<file path="src/rtl/can_wake_pkg.sv">
package can_wake_pkg;

    typedef enum logic [2:0] {
        W_IDLE    = 3'd0,
        W_FILTER  = 3'd1,
        W_FLAG    = 3'd2,
        W_ACTIVE  = 3'd3,
        W_RELEASE = 3'd4,
        W_BLOCKED = 3'd5
    } wake_st_e;

    // States in which a wakeup is shown as a low receive output
    function automatic logic st_reports_low(wake_st_e s);
        return (s == W_ACTIVE) || (s == W_RELEASE);
    endfunction

    function automatic int unsigned max3(int unsigned a, int unsigned b, int unsigned c);
        int unsigned m;
        m = (a > b) ? a : b;
        return (m > c) ? m : c;
    endfunction

endpackage

</file>
<file path="src/rtl/cwd_mode_ctrl.sv">
module cwd_mode_ctrl #(
    parameter int unsigned SWITCH_TICKS = 75
) (
    input  logic clk_i,
    input  logic rst_i,
    input  logic stby_sel_i,
    output logic stby_o,
    output logic enter_o,
    output logic leave_o
);
    localparam int unsigned SW_W    = $clog2(SWITCH_TICKS + 1);
    localparam logic [SW_W-1:0] SW_LAST = SW_W'(SWITCH_TICKS - 1);

    logic            stby_q;
    logic [SW_W-1:0] sw_cnt_q;

    assign enter_o = stby_sel_i && !stby_q;
    assign leave_o = stby_q && !stby_sel_i && (sw_cnt_q == SW_LAST);
    assign stby_o  = stby_q;

    always_ff @(posedge clk_i) begin
        if (rst_i) begin
            stby_q   <= 1'b0;
            sw_cnt_q <= '0;
        end else if (enter_o) begin
            stby_q   <= 1'b1;
            sw_cnt_q <= '0;
        end else if (leave_o) begin
            stby_q   <= 1'b0;
            sw_cnt_q <= '0;
        end else if (stby_q && !stby_sel_i) begin
            sw_cnt_q <= sw_cnt_q + 1'b1;
        end else begin
            sw_cnt_q <= '0;
        end
    end

    // a standby request in normal mode takes effect at the next edge
    p_enter_next_r1: assert property (@(posedge clk_i) disable iff (rst_i)
        (stby_sel_i && !stby_q) |=> stby_q);

    // standby is kept while the switch-over window is still open
    p_hold_switch_r9: assert property (@(posedge clk_i) disable iff (rst_i)
        (stby_q && !stby_sel_i && (sw_cnt_q != SW_LAST)) |=> stby_q);

endmodule

</file>
<file path="src/rtl/cwd_wake_fsm.sv">
module cwd_wake_fsm
    import can_wake_pkg::*;
#(
    parameter int unsigned FILT_TICKS      = 25,
    parameter int unsigned FLAG_TICKS      = 34,
    parameter int unsigned REL_TICKS       = 29,
    parameter int unsigned MIN_PULSE_TICKS = 50,
    parameter bit          UNCOND_WAKE     = 1'b0
) (
    input  logic clk_i,
    input  logic rst_i,
    input  logic bus_dom_i,
    input  logic stby_i,
    input  logic enter_i,
    input  logic leave_i,
    output logic wake_low_o
);
    localparam int unsigned CNT_MAX = max3(FILT_TICKS, FLAG_TICKS, REL_TICKS);
    localparam int unsigned CW      = $clog2(CNT_MAX + 1);
    localparam int unsigned PW      = $clog2(MIN_PULSE_TICKS + 1);
    localparam logic [CW-1:0] FILT_C = CW'(FILT_TICKS);
    localparam logic [CW-1:0] FLAG_C = CW'(FLAG_TICKS);
    localparam logic [CW-1:0] REL_C  = CW'(REL_TICKS);
    localparam logic [PW-1:0] MIN_C  = PW'(MIN_PULSE_TICKS);

    wake_st_e        st_q, st_n;
    wake_st_e        dom_entry_st;
    logic [CW-1:0]   cnt_q, cnt_n;
    logic [PW-1:0]   pulse_q, pulse_n;

    // Variant choice for a dominant bus seen at standby entry
    generate
        if (UNCOND_WAKE) begin : g_uncond
            assign dom_entry_st = W_ACTIVE;
            // dominant at entry is shown at once
            p_entry_wake_r7: assert property (@(posedge clk_i) disable iff (rst_i)
                (enter_i && bus_dom_i) |=> wake_low_o);
        end else begin : g_cond
            assign dom_entry_st = W_BLOCKED;
            // dominant at entry does not wake the node
            p_entry_block_r8: assert property (@(posedge clk_i) disable iff (rst_i)
                (enter_i && bus_dom_i) |=> !wake_low_o);
        end
    endgenerate

    always_comb begin
        st_n  = st_q;
        cnt_n = cnt_q;
        if (enter_i) begin
            st_n  = bus_dom_i ? dom_entry_st : W_IDLE;
            cnt_n = '0;
        end else if (leave_i || !stby_i) begin
            st_n  = W_IDLE;
            cnt_n = '0;
        end else begin
            unique case (st_q)
                W_IDLE: begin
                    if (bus_dom_i) begin
                        st_n  = W_FILTER;
                        cnt_n = CW'(1);
                    end
                end
                W_FILTER: begin
                    if (!bus_dom_i) begin
                        st_n  = W_IDLE;
                        cnt_n = '0;
                    end else if (cnt_q >= FILT_C) begin
                        st_n  = W_FLAG;
                        cnt_n = CW'(1);
                    end else begin
                        cnt_n = cnt_q + 1'b1;
                    end
                end
                W_FLAG: begin
                    if (cnt_q >= FLAG_C) begin
                        st_n  = bus_dom_i ? W_ACTIVE : W_RELEASE;
                        cnt_n = bus_dom_i ? '0 : CW'(1);
                    end else begin
                        cnt_n = cnt_q + 1'b1;
                    end
                end
                W_ACTIVE: begin
                    if (!bus_dom_i) begin
                        st_n  = W_RELEASE;
                        cnt_n = CW'(1);
                    end
                end
                W_RELEASE: begin
                    if (bus_dom_i) begin
                        st_n  = W_ACTIVE;
                        cnt_n = '0;
                    end else if ((cnt_q >= REL_C) && (pulse_q >= MIN_C)) begin
                        st_n  = W_IDLE;
                        cnt_n = '0;
                    end else if (cnt_q < REL_C) begin
                        cnt_n = cnt_q + 1'b1;
                    end
                end
                W_BLOCKED: begin
                    if (!bus_dom_i) begin
                        st_n  = W_IDLE;
                        cnt_n = '0;
                    end
                end
                default: begin
                    st_n  = W_IDLE;
                    cnt_n = '0;
                end
            endcase
        end
    end

    // Pulse-width counter: edges elapsed since the low indication began
    always_comb begin
        pulse_n = pulse_q;
        if (!st_reports_low(st_n)) begin
            pulse_n = '0;
        end else if (!st_reports_low(st_q)) begin
            pulse_n = PW'(1);
        end else if (pulse_q < MIN_C) begin
            pulse_n = pulse_q + 1'b1;
        end
    end

    always_ff @(posedge clk_i) begin
        if (rst_i) begin
            st_q    <= W_IDLE;
            cnt_q   <= '0;
            pulse_q <= '0;
        end else begin
            st_q    <= st_n;
            cnt_q   <= cnt_n;
            pulse_q <= pulse_n;
        end
    end

    assign wake_low_o = st_reports_low(st_q);

    // a low indication never starts straight from the idle state
    p_no_direct_low_r3: assert property (@(posedge clk_i) disable iff (rst_i)
        (st_q == W_IDLE && !enter_i) |=> !wake_low_o);

    // a pulse that ends without a mode change was long enough
    p_min_pulse_r6: assert property (@(posedge clk_i) disable iff (rst_i)
        ($fell(wake_low_o) && !$past(rst_i) && !$past(leave_i)) |-> ($past(pulse_q) >= MIN_C));

    // a blocked bus stays blocked while it remains dominant
    p_blocked_hold_r8: assert property (@(posedge clk_i) disable iff (rst_i)
        (st_q == W_BLOCKED && bus_dom_i && stby_i && !leave_i && !enter_i) |=> (st_q == W_BLOCKED));

endmodule

</file>
<file path="src/rtl/can_wake_detect.sv">
module can_wake_detect
    import can_wake_pkg::*;
#(
    parameter int unsigned FILT_TICKS      = 25,
    parameter int unsigned FLAG_TICKS      = 34,
    parameter int unsigned REL_TICKS       = 29,
    parameter int unsigned MIN_PULSE_TICKS = 50,
    parameter int unsigned SWITCH_TICKS    = 75,
    parameter bit          UNCOND_WAKE     = 1'b0
) (
    input  logic clk_i,
    input  logic rst_i,
    input  logic stby_sel_i,
    input  logic bus_dom_i,
    output logic rxd_o
);
    logic stby_q;
    logic enter_s;
    logic leave_s;
    logic wake_low_s;
    logic nrm_rxd_q;

    cwd_mode_ctrl #(
        .SWITCH_TICKS(SWITCH_TICKS)
    ) i_mode (
        .clk_i     (clk_i),
        .rst_i     (rst_i),
        .stby_sel_i(stby_sel_i),
        .stby_o    (stby_q),
        .enter_o   (enter_s),
        .leave_o   (leave_s)
    );

    cwd_wake_fsm #(
        .FILT_TICKS     (FILT_TICKS),
        .FLAG_TICKS     (FLAG_TICKS),
        .REL_TICKS      (REL_TICKS),
        .MIN_PULSE_TICKS(MIN_PULSE_TICKS),
        .UNCOND_WAKE    (UNCOND_WAKE)
    ) i_wake (
        .clk_i     (clk_i),
        .rst_i     (rst_i),
        .bus_dom_i (bus_dom_i),
        .stby_i    (stby_q),
        .enter_i   (enter_s),
        .leave_i   (leave_s),
        .wake_low_o(wake_low_s)
    );

    // Normal-mode receive path: one register stage, inverted bus level
    always_ff @(posedge clk_i) begin
        if (rst_i) nrm_rxd_q <= 1'b1;
        else       nrm_rxd_q <= !bus_dom_i;
    end

    assign rxd_o = stby_q ? !wake_low_s : nrm_rxd_q;

    // in steady normal mode the output is the previous inverted bus sample
    p_normal_follow_r2: assert property (@(posedge clk_i) disable iff (rst_i)
        (!stby_q && !$past(stby_q) && !$past(rst_i)) |-> (rxd_o == !$past(bus_dom_i)));

    // standby without a pending wakeup keeps the output high
    p_stby_idle_high_r10: assert property (@(posedge clk_i) disable iff (rst_i)
        (stby_q && !wake_low_s) |-> rxd_o);

endmodule

</file>
<file path="config.mk">
export PLATFORM = sky130hd
export DESIGN_NAME = can_wake_detect
export DESIGN_NICKNAME = d
export VERILOG_FILES = /design/src/rtl/can_wake_pkg.sv /design/src/rtl/cwd_mode_ctrl.sv /design/src/rtl/cwd_wake_fsm.sv /design/src/rtl/can_wake_detect.sv
export SDC_FILE = /design/constraint.sdc
export NUM_CORES = 1
export LEC_CHECK = 0
export ABC_CLOCK_PERIOD_IN_PS = 6200
export BUFFER_PORTS_ARGS = -buffer_cell sky130_fd_sc_hd__buf_2
export CORE_AREA = 2 2 83 85
export CTS_BUF_LIST = sky130_fd_sc_hd__clkbuf_8
export DETAILED_ROUTE_END_ITERATION = 8
export DIE_AREA = 0 0 85 87
export SYNTH_ARGS = -nofsm -noshare
export SYNTH_HDL_FRONTEND = slang
export SYNTH_SLANG_ARGS = --single-unit
</file>
<file path="constraint.sdc">
create_clock -name clk_i -period 6.2 [get_ports clk_i]
set_input_delay 0.31 -clock clk_i [delete_from_list [all_inputs] [get_ports clk_i]]
set_output_delay 0.31 -clock clk_i [all_outputs]
set_load 0.03 [all_outputs]
</file>
==> out/summary.md <==
Switching share of power: 22.5%. STA puts the critical path data required time at 6.34 ns. The total congestion overflow is 0. The floorplan step defined a die boundary enclosing 0.00740 mm2. Once detailed placement completed, the half-perimeter wirelength came to 2360 um. The routed design could run at a clock period as short as 2.58 ns.

The worst-case vdd ir drop was 0.0796 mV. Clock-pin slew was measured on the worst setup and hold paths at 0.09 ns. Global routing consumed, over all layers together, 8.91% of the routing resources. Area share of the largest cell type after synthesis: 30.6%. The die is 87 um tall. The tools report the sort of element at the start of the critical path as a register.

The total of flip-flops plus latches after synthesis is 24, and the count of instances resized after the clock tree is built is 0. Sequential elements use 30.6% of the synthesized area. The core region is 0.00657 mm2. For this run, the post-layout net count is 197.

The first global-routing pass estimated 5480 um of wire. Compared with the post-synthesis result, the final layout area differs by 9.01%. Count of yosys warnings during synthesis: 0.

The length in cells of the worst reg-to-reg path was 7; the area of the mapped netlist was 0.00157 mm2. The die span in x is 85 um, and the top fanout value on the critical path is 9. In this run the static leakage power is 0.578 nW. Fill cells in the final layout number 695. The max-slew violation total from the final report was 0. The tree is rooted in a clkbuf_8. The routed via count divided by cell count came out at 4.94. The logs give 0 for the count of nets left with antenna violations after detail routing and 17 for the largest net degree at the start of global routing. The slowest cell on the critical path was o41ai_1. The logs give 0 for the final setup violation count and 0 for the number of max-cap violations. For this run, design rule violations remaining after detail routing come to 0. The finished cells cover 0.00171 mm2.

Summing all placed instances gives a cell area of 0.00164 mm2. The startpoint identified for the worst hold timing path is rst_i. The sum of negative setup slack was 0 ns. The floorplan row count came out at 30. The total power per unit cell area works out to 194 mW/mm2. The number of distinct library cells after synthesis is 53, and the synthesized area per cell is 8.53 um2. The flow ran to the end, and the final reports show no timing, DRC or antenna violations. STA classifies the critical path endpoint as a register. STA puts the critical path data arrival time at 2.72 ns.

For the pin with the worst max-slew slack, the measured transition is 0.979 ns. Among all flip-flop cells after synthesis, the most frequent one is dfxtp_1. Dominant cell type by area after synthesis: dfxtp_1. Hold is met by 0.245 ns. The number of port buffers works out to 4. Measured against its own limit, the worst slew margin works out to 33.9%.

For this run, the slowest stage of the critical path takes 0.87 ns. For the insertion delay to the later sink of the worst-skew pair, the log shows 0.27 ns. The pre-antenna-repair detailed-routing pass consisted of 4 iterations.

The run gives 264 as the number of cells in the finished layout apart from fillers. The worst register-to-register path ends at i_wake.cnt_q[5]. The routed length per instance is 12.0 um. Share of flip-flops with an asynchronous set or reset after synthesis: 0%.

Setup repair after global routing left no endpoint under its margin. TritonCTS built the clock tree. The gate count of the mapped netlist came out at 184. The utilization after layout is 26.0%, and the instance count along the most critical hold path is 2. Sorting the synthesized cells by area gives the leading types as dfxtp_1, ha_1, nor2_1.

The final route contains 1305 vias. Buffers added to address setup during post-CTS repair amount to 0. The instance count after placement with tap cells included is 260, and the number of violations reported at the end of detailed-routing iteration 0 is 88.

The count of hold-fix buffers inserted at cts is 0, and the count of pins on the block boundary is 5. The type of the worst setup path was register to register. Walking the worst path, the cells encountered are inv_1, ha_1, nor3b_1, o41ai_1, o311ai_4, a41oi_2, a31oi_1. The total number of H-tree levels came out at 1. Static timing analysis puts the maximum clock frequency at 387 MHz.

Per report_power, the sequential group accounts for 48.7% of the total. The logs give 0 for the final hold violation count and 23.9% for the effective utilization at floorplan. The top cell types in the final layout, fill and taps aside, are dfxtp_1, nor2_1, nand3_1, a21oi_1, a31oi_1.

The number of antenna violations at the first check in global routing is 0. Between clock sinks in the finished design, the worst skew comes to 0.00729 ns. The number of buffers and inverters on the critical path is 1. The number of buffers on the longest clock path was 2. The via count of the first global-routing pass came out at 1234.

The worst register-to-register path begins at i_wake.cnt_q[0]. The most common library cell in the layout ignoring fill and taps is dfxtp_1. The internal power consumption was 0.257 mW; the CTS buffer count was 3.

The ratio of cells with drive above 1 in the final layout is 9.78%. For the final wirelength, the log shows 3170 um. The worst register-to-register path has a setup slack of 3.62 ns. 0 antenna diodes ended up in the layout.

The number of nets handed over by synthesis was 196. For this design, the sink count on the clock tree is 24. Critical path launch point: i_wake.cnt_q[0].

Path class of the lowest-slack min-delay path: input pin to register. In this run, the clock network consumes 41.5% of the power. Of the total power, combinational logic draws 9.8%. Summed over all nets, the switching power comes to 0.0746 mW.

In this run, synthesis inferred 0 flip-flops with an integrated enable. The congestion estimate from routability-driven global placement came to 0.818. The family of cells with the greatest summed delay on the critical path is compound AO/OA/AOI/OAI gates. The hold-critical path endpoint was i_wake.st_q[0]. Share of the cycle needed by the critical path after routing: 41.6%.
## power by group through the flow
stage	sequential [mW]	combinational (mW)	clock, mW
2_1_floorplan	0.163	0.0266	0
3_3_place_gp	0.165	0.0322	0
3_5_place_dp	0.165	0.0322	0
4_1_cts	0.161	0.0324	0.142
5_1_grt	0.163	0.0353	0.148
6_report	0.161	0.0323	0.137
## state kept, by name (all words and copies together) (netlist names)
register         cells
i_mode.stby_o        1
i_mode.sw_cnt_q      7
i_wake.cnt_q         6
i_wake.pulse_q       6
i_wake.st_q          3
nrm_rxd_q            1
## worst max path at each step
| stage | end | slack (ns) | cells past startpoint |
|---|---|---|---|
| 5_1_grt | i_wake.cnt_q[2] | 3.40 | 7 |
| 2_1_floorplan | i_wake.cnt_q[5] | 4.06 | 7 |
| 6_report | i_wake.cnt_q[5] | 3.62 | 7 |
| 4_1_cts | i_wake.cnt_q[5] | 3.67 | 7 |
| 3_3_place_gp | i_wake.cnt_q[5] | 3.68 | 7 |
| 3_5_place_dp | i_wake.cnt_q[5] | 3.69 | 7 |
## per-stage QoR
step / total power, mW / setup slack [ns]
after floorplan: 0.189 / 4.06
after global placement: 0.197 / 3.68
after detailed placement: 0.197 / 3.69
after CTS: 0.336 / 3.67
after global routing: 0.346 / 3.40
final: 0.331 / 3.62
## synthesized netlist by cell type, types with 2 or more instances
master / number
nand2b_1: 7
a21oi_1: 11
nor3b_1: 5
nand4bb_1: 2
and3_1: 4
xnor2_1: 3
a21o_1: 4
nand2_1: 7
nor2b_1: 3
xor2_1: 4
ha_1: 8
o21ai_0: 8
o32a_1: 2
nor2_1: 17
clkbuf_1: 2
nand3_1: 12
and3b_1: 2
buf_2: 3
buf_6: 2
inv_1: 8
a31oi_1: 10
dfxtp_1: 24
nor3_1: 5
o211ai_1: 2
## final cells by class
cell class / instances / area [um2] / area share, %
clock buffers: 3 / 41.3 / 2.41
well taps: 80 / 100 / 5.85
multi-input cells: 144 / 1010 / 59.0
flip-flops and latches: 24 / 480 / 28.1
repair buffers: 4 / 20.0 / 1.17
inverters: 8 / 30.0 / 1.76
clock inverters: 1 / 30.0 / 1.76
## logic make-up (layout without fill, tap and decap cells)
logic type,Yosys count,in the layout,share of synthesized area (%)
buffers and inverters,16,16,5.10
XOR/XNOR,7,7,3.91
adder cells (fa/ha/maj),8,8,6.38
multiplexers,1,1,0.718
AND/OR/NAND/NOR,74,74,27.8
AO/OA/AOI/OAI,54,54,25.4
flip-flops,24,24,30.6
## metal layers
layer | GRT usage [%] | vias to the layer above | routed length, um
met5 | 0 | - | 0
met4 | 3.61 | 0 | 55
li1 | - | 687 | -
met1 | 11.4 | 592 | 1570
met2 | 15.1 | 22 | 1450
met3 | 1.14 | 4 | 89
Power figures use the tool's default switching activity.
